--- config.mk ---
export PLATFORM = sky130hd
export DESIGN_NAME = pwrbtn_ctl
export DESIGN_NICKNAME = d
export VERILOG_FILES = /design/src/rtl/pwrbtn_pkg.sv /design/src/rtl/pwrbtn_hold_timer.sv /design/src/rtl/pwrbtn_status_regs.sv /design/src/rtl/pwrbtn_event_route.sv /design/src/rtl/pwrbtn_ctl.sv
export SDC_FILE = /design/constraint.sdc
export NUM_CORES = 1
export LEC_CHECK = 0
export CORE_MARGIN = 5
export CORE_UTILIZATION = 35
export CTS_CLUSTER_DIAMETER = 120
export DETAILED_ROUTE_END_ITERATION = 8
export GPL_ROUTABILITY_DRIVEN = 0
export MAX_ROUTING_LAYER = met4
export PLACE_DENSITY = 0.62
export SLEW_MARGIN = 20
export SYNTH_ARGS = -nofsm -noshare
export SYNTH_HDL_FRONTEND = slang
export SYNTH_SLANG_ARGS = --single-unit
--- constraint.sdc ---
create_clock -name clk_i -period 2.93 [get_ports clk_i]
set_input_delay 0.586 -clock clk_i [delete_from_list [all_inputs] [get_ports clk_i]]
set_output_delay 0.586 -clock clk_i [all_outputs]
set_load 0.01 [all_outputs]
--- src/rtl/pwrbtn_pkg.sv ---
package pwrbtn_pkg;
  localparam int unsigned SLP_W = 3;
  localparam int unsigned WD_W  = 2;

  typedef enum logic [SLP_W-1:0] {
    SLP_AWAKE = 3'd0,
    SLP_S1    = 3'd1,
    SLP_S2    = 3'd2,
    SLP_S3    = 3'd3,
    SLP_S4    = 3'd4,
    SLP_OFF   = 3'd5
  } slp_e;

  localparam logic SEL_STATUS = 1'b0;
  localparam logic SEL_ENABLE = 1'b1;

  localparam int unsigned BIT_BTN = 0;
  localparam int unsigned BIT_OVR = 1;

  function automatic logic is_sleeping(logic [SLP_W-1:0] s);
    return (s >= SLP_S1) && (s <= SLP_OFF);
  endfunction
endpackage

--- src/rtl/pwrbtn_hold_timer.sv ---
module pwrbtn_hold_timer #(
  parameter int unsigned HOLD_TICKS = 4,
  localparam int unsigned CNT_W = (HOLD_TICKS < 1) ? 1 : $clog2(HOLD_TICKS + 1)
) (
  input  logic clk_i,
  input  logic rst_ni,
  input  logic hard_rst_i,
  input  logic btn_ni,
  input  logic tick_i,
  output logic press_o,
  output logic fire_o
);
  logic             low_q;
  logic             fired_q;
  logic [CNT_W-1:0] cnt_q;
  logic             held;
  logic             at_limit;

  assign held     = ~btn_ni;
  assign press_o  = held & ~low_q;
  assign at_limit = (cnt_q == CNT_W'(HOLD_TICKS));
  assign fire_o   = held & tick_i & ~fired_q & at_limit & ~hard_rst_i;

  always_ff @(posedge clk_i or negedge rst_ni) begin
    if (!rst_ni) begin
      low_q <= 1'b0;
    end else begin
      low_q <= held;
    end
  end

  always_ff @(posedge clk_i or negedge rst_ni) begin
    if (!rst_ni) begin
      cnt_q   <= '0;
      fired_q <= 1'b0;
    end else if (hard_rst_i || !held) begin
      cnt_q   <= '0;
      fired_q <= 1'b0;
    end else if (tick_i && !fired_q) begin
      if (at_limit) begin
        fired_q <= 1'b1;
      end else begin
        cnt_q <= cnt_q + 1'b1;
      end
    end
  end
endmodule

--- src/rtl/pwrbtn_status_regs.sv ---
module pwrbtn_status_regs
  import pwrbtn_pkg::*;
(
  input  logic             clk_i,
  input  logic             rst_ni,
  input  logic             hard_rst_i,
  input  logic             press_i,
  input  logic             fire_i,
  input  logic [SLP_W-1:0] slp_state_i,
  input  logic             wr_i,
  input  logic             wr_sel_i,
  input  logic [WD_W-1:0]  wr_data_i,
  output logic             btn_sts_o,
  output logic             ovr_sts_o,
  output logic             btn_en_o,
  output logic             wake_lock_o,
  output logic             soft_off_o
);
  logic             clr_btn, clr_ovr, wr_en;
  logic             resume;
  logic [SLP_W-1:0] slp_q;

  assign clr_btn = wr_i && (wr_sel_i == SEL_STATUS) && wr_data_i[BIT_BTN];
  assign clr_ovr = wr_i && (wr_sel_i == SEL_STATUS) && wr_data_i[BIT_OVR];
  assign wr_en   = wr_i && (wr_sel_i == SEL_ENABLE);
  assign resume  = (slp_q != SLP_AWAKE) && (slp_state_i == SLP_AWAKE);

  // Sticky flags survive hard_rst_i; priority: override > press > W1C
  always_ff @(posedge clk_i or negedge rst_ni) begin
    if (!rst_ni) begin
      btn_sts_o <= 1'b0;
      ovr_sts_o <= 1'b0;
    end else begin
      if (fire_i)       btn_sts_o <= 1'b0;
      else if (press_i) btn_sts_o <= 1'b1;
      else if (clr_btn) btn_sts_o <= 1'b0;

      if (fire_i)       ovr_sts_o <= 1'b1;
      else if (clr_ovr) ovr_sts_o <= 1'b0;
    end
  end

  always_ff @(posedge clk_i or negedge rst_ni) begin
    if (!rst_ni) begin
      btn_en_o    <= 1'b0;
      wake_lock_o <= 1'b0;
      soft_off_o  <= 1'b0;
      slp_q       <= SLP_AWAKE;
    end else if (hard_rst_i) begin
      btn_en_o    <= 1'b0;
      wake_lock_o <= 1'b0;
      soft_off_o  <= 1'b0;
      slp_q       <= slp_state_i;
    end else begin
      slp_q      <= slp_state_i;
      soft_off_o <= fire_i;
      if (fire_i) begin
        btn_en_o    <= 1'b1;
        wake_lock_o <= 1'b1;
      end else begin
        if (resume) wake_lock_o <= 1'b0;
        if (wr_en && !wake_lock_o) btn_en_o <= wr_data_i[BIT_BTN];
      end
    end
  end
endmodule

--- src/rtl/pwrbtn_event_route.sv ---
module pwrbtn_event_route
  import pwrbtn_pkg::*;
(
  input  logic             btn_sts_i,
  input  logic             btn_en_i,
  input  logic             sci_en_i,
  input  logic [SLP_W-1:0] slp_state_i,
  output logic             sci_o,
  output logic             smi_o,
  output logic             wake_o
);
  logic armed, awake;

  assign armed  = btn_sts_i & btn_en_i;
  assign awake  = (slp_state_i == SLP_AWAKE);
  assign sci_o  = armed & awake & sci_en_i;
  assign smi_o  = armed & awake & ~sci_en_i;
  assign wake_o = armed & is_sleeping(slp_state_i);
endmodule

--- src/rtl/pwrbtn_ctl.sv ---
module pwrbtn_ctl
  import pwrbtn_pkg::*;
#(
  parameter int unsigned HOLD_TICKS = 4
) (
  input  logic             clk_i,
  input  logic             rst_ni,
  input  logic             hard_rst_i,
  input  logic             btn_ni,
  input  logic [SLP_W-1:0] slp_state_i,
  input  logic             sci_en_i,
  input  logic             tick_i,
  input  logic             wr_i,
  input  logic             wr_sel_i,
  input  logic [WD_W-1:0]  wr_data_i,
  output logic             btn_sts_o,
  output logic             ovr_sts_o,
  output logic             btn_en_o,
  output logic             wake_lock_o,
  output logic             sci_o,
  output logic             smi_o,
  output logic             wake_o,
  output logic             soft_off_o
);
  logic press, fire;

  pwrbtn_hold_timer #(.HOLD_TICKS(HOLD_TICKS)) u_timer (
    .clk_i     (clk_i),
    .rst_ni    (rst_ni),
    .hard_rst_i(hard_rst_i),
    .btn_ni    (btn_ni),
    .tick_i    (tick_i),
    .press_o   (press),
    .fire_o    (fire)
  );

  pwrbtn_status_regs u_regs (
    .clk_i      (clk_i),
    .rst_ni     (rst_ni),
    .hard_rst_i (hard_rst_i),
    .press_i    (press),
    .fire_i     (fire),
    .slp_state_i(slp_state_i),
    .wr_i       (wr_i),
    .wr_sel_i   (wr_sel_i),
    .wr_data_i  (wr_data_i),
    .btn_sts_o  (btn_sts_o),
    .ovr_sts_o  (ovr_sts_o),
    .btn_en_o   (btn_en_o),
    .wake_lock_o(wake_lock_o),
    .soft_off_o (soft_off_o)
  );

  pwrbtn_event_route u_route (
    .btn_sts_i  (btn_sts_o),
    .btn_en_i   (btn_en_o),
    .sci_en_i   (sci_en_i),
    .slp_state_i(slp_state_i),
    .sci_o      (sci_o),
    .smi_o      (smi_o),
    .wake_o     (wake_o)
  );
endmodule

==> out/qor.txt <==
Status: completed
CP max FO: 4
First-pass GRT wire length: 2090 µm
Power Internal: 262.2 µW
Drt first pass iters: 4
Die Width: 51.43 µm
Fraction of layout cells with a size suffix above 1: 0.1266
Slew headroom: 0.6230
Final Skew: 0.7342 ps
Final WL: 1210 µm
IO Pins: 21
Sw Share: 0.2379
Starting Density: 0.3596
Total setup buffers inserted after CTS: 0
HPWL Detailed: 984 µm
Sequential-to-total area share from yosys stat: 0.5417
Mapped Nets: 70
Vias per cell: 4.990
Clk buf depth: 2
Crit share post-route: 0.9030
CTS tree: yes
PnR Total Power: 344.0 µW
Setup violators final: 0
Rows: 15
Synth Register Bits: 13
Final hold vios: 0
Hold Path Class: reg2reg
Vias in the first global route: 487
Latest clock arrival within the worst-skew pair: 280 ps
GRT Util Overall: 0.1117
Lkg Pwr: 0.3752 nW
Post-route DRC: 0
Clock Sinks: 13
Via count: 479
Hold_buf cts: 0
Final antenna-violating net count: 0
Crit path DAT: 2060 ps
Crit end category: output pin
Die ar.: 2645 µm²
Synth-to-Final Area Change: 41.46%
Maximum vdd drop: 279.8 µV
GRT Residual Overflow: 0
Peak Freq: 0.3780 GHz
Synth Cell Area: 600.6 µm²
Worst EP required: 2340 ps
Clk pwr share: 0.318
Final worst path period need: 2646 ps
NumNets Final: 95
Combinational Power Share: 0.133
Port buffer count: 20
Final TNS setup: 0 ps
Mean post-synth cell area: 10.92 µm²
Post-Syn Instances: 55
Max-cap violation count: 0
Slew at the pin with the worst max-slew slack: 563.8 ps
Sw Pwr: 81.85 µW
Chip height: 51.43 µm
# diodes: 0
RSZ-0062 raised after global routing: false
Slew Limit Fails: 0
Nature of the critical path startpoint: primary input
CTS resizes: 0
Post-Route Utilization: 0.5086
CTS buffer count: 3
Synth warn: 0
PD cells: 404.9 nW/µm²
Clk slew on worst S/H paths: 80 ps
Largest net degree at the start of global routing: 14
Register share of total power: 0.549
Initial antenna violation count: 0
Routed len/inst: 12.60 µm
Htree depth: 1
Post-synth cell types: 24
Critical path class: in2out
CORE AREA: 1670 µm²
Clk root buf: clkbuf_4
Iter 0 DRT Violations: 6
metrics by stage:
stage	instances	instance area, µm²	hold WS, ps	worst slack, ps
6_report	96	849.6	475.8	284.3
5_1_grt	96	849.6	529.0	135.3
4_1_cts	96	849.6	486.2	262.9
3_5_place_dp	92	822.0	466.7	261.4
3_3_place_gp	92	822.0	458.3	297.8
2_1_floorplan	55	600.6	290.4	1196
synth_stat cells:
| cell | instances | area share |
|---|---|---|
| nand2b_4 | 1 | 0.023 |
| a21oi_1 | 4 | 0.033 |
| a211oi_1 | 1 | 0.013 |
| nand2b_1 | 1 | 0.010 |
| nand3b_1 | 3 | 0.037 |
| ha_1 | 2 | 0.042 |
| nor3_2 | 1 | 0.017 |
| and2b_1 | 1 | 0.013 |
| and4_1 | 1 | 0.015 |
| o41ai_2 | 1 | 0.027 |
| o31a_1 | 1 | 0.015 |
| and2_1 | 1 | 0.010 |
| nor3b_1 | 1 | 0.013 |
| o21ai_0 | 3 | 0.025 |
| mux2i_1 | 1 | 0.017 |
| nor2_1 | 3 | 0.019 |
| nand3_1 | 2 | 0.017 |
| inv_2 | 1 | 0.0062 |
| o311ai_1 | 1 | 0.015 |
| inv_1 | 4 | 0.025 |
| or2_4 | 1 | 0.015 |
| nand3_2 | 1 | 0.017 |
| dfrtp_1 | 13 | 0.54 |
| nand2_1 | 6 | 0.037 |
layer usage:
layer	GRT usage	vias to the layer above	wire length (µm)
met5	-	-	0
met4	0.03930	0	11
met3	0.04956	3	85
met2	0.1674	12	564
met1	0.1330	223	549
li1	-	241	-
worst paths after layout:
check | depth (start not counted) | end | slack [ps] | from
hold reg to reg | 2 | u_regs.ovr_sts_o | 480 | u_regs.ovr_sts_o
setup reg to reg | 4 | u_timer.cnt_q[2] | 1660 | u_timer.cnt_q[0]
max in group asynchronous | 1 | u_timer.cnt_q[2] | 1900 | rst_ni
hold / removal | 2 | u_regs.ovr_sts_o | 480 | u_regs.ovr_sts_o
min in group asynchronous | 1 | u_timer.cnt_q[0] | 670 | rst_ni
setup / recovery | 4 | smi_o | 280 | slp_state_i[1]
flip-flops by register name, indices dropped and copies added, names as in the netlist:
signal,flops
u_regs.btn_en_o,1
u_regs.btn_sts_o,1
u_regs.ovr_sts_o,1
u_regs.slp_q,3
u_regs.soft_off_o,1
u_regs.wake_lock_o,1
u_timer.cnt_q,3
u_timer.fired_q,1
u_timer.low_q,1
critical path, cell delays in order:
cell	delay (ps)
clkdlybuf4s50_1	460
nor3_2	250
nor3b_1	200
clkdlybuf4s50_1	560
power by group through the flow:
stage	registers [mW]	logic (mW)	clock network [mW]
after floorplan	0.193	0.0141	0
after global placement	0.192	0.0461	0
after detailed placement	0.193	0.0466	0
after CTS	0.189	0.0468	0.115
after global routing	0.190	0.0509	0.126
final	0.189	0.0457	0.109
cells by family after synthesis:
group / after synthesis / share of synthesized area
flops: 13 / 0.5417
mux: 1 / 0.01667
fa+ha+maj: 2 / 0.04166
simple gates: 23 / 0.2417
compound gates: 11 / 0.1271
buf+inv: 5 / 0.03124
final cells by class:
type	instances	area, µm²
Tap cell	17	21.27
Clock buffer	3	22.52
Clock inverter	1	5.005
Fill cell	157	820.8
Sequential cell	13	325.3
Inverter	5	18.77
Multi-Input combinational cell	37	256.5
Timing Repair Buffer	20	200.2
cells in the final DEF (no fill, tap or decap), types with 2 or more instances in the layout:
cell type | Yosys | final
nand3_1 | 2 | 2
nand2_1 | 6 | 6
clkdlybuf4s50_1 | 0 | 20
dfrtp_1 | 13 | 13
nor2_1 | 3 | 3
a21oi_1 | 4 | 4
nand3b_1 | 3 | 3
inv_1 | 4 | 4
ha_1 | 2 | 2
clkbuf_4 | 0 | 3
o21ai_0 | 3 | 3
No activity file was read; power rests on OpenSTA's default activity.
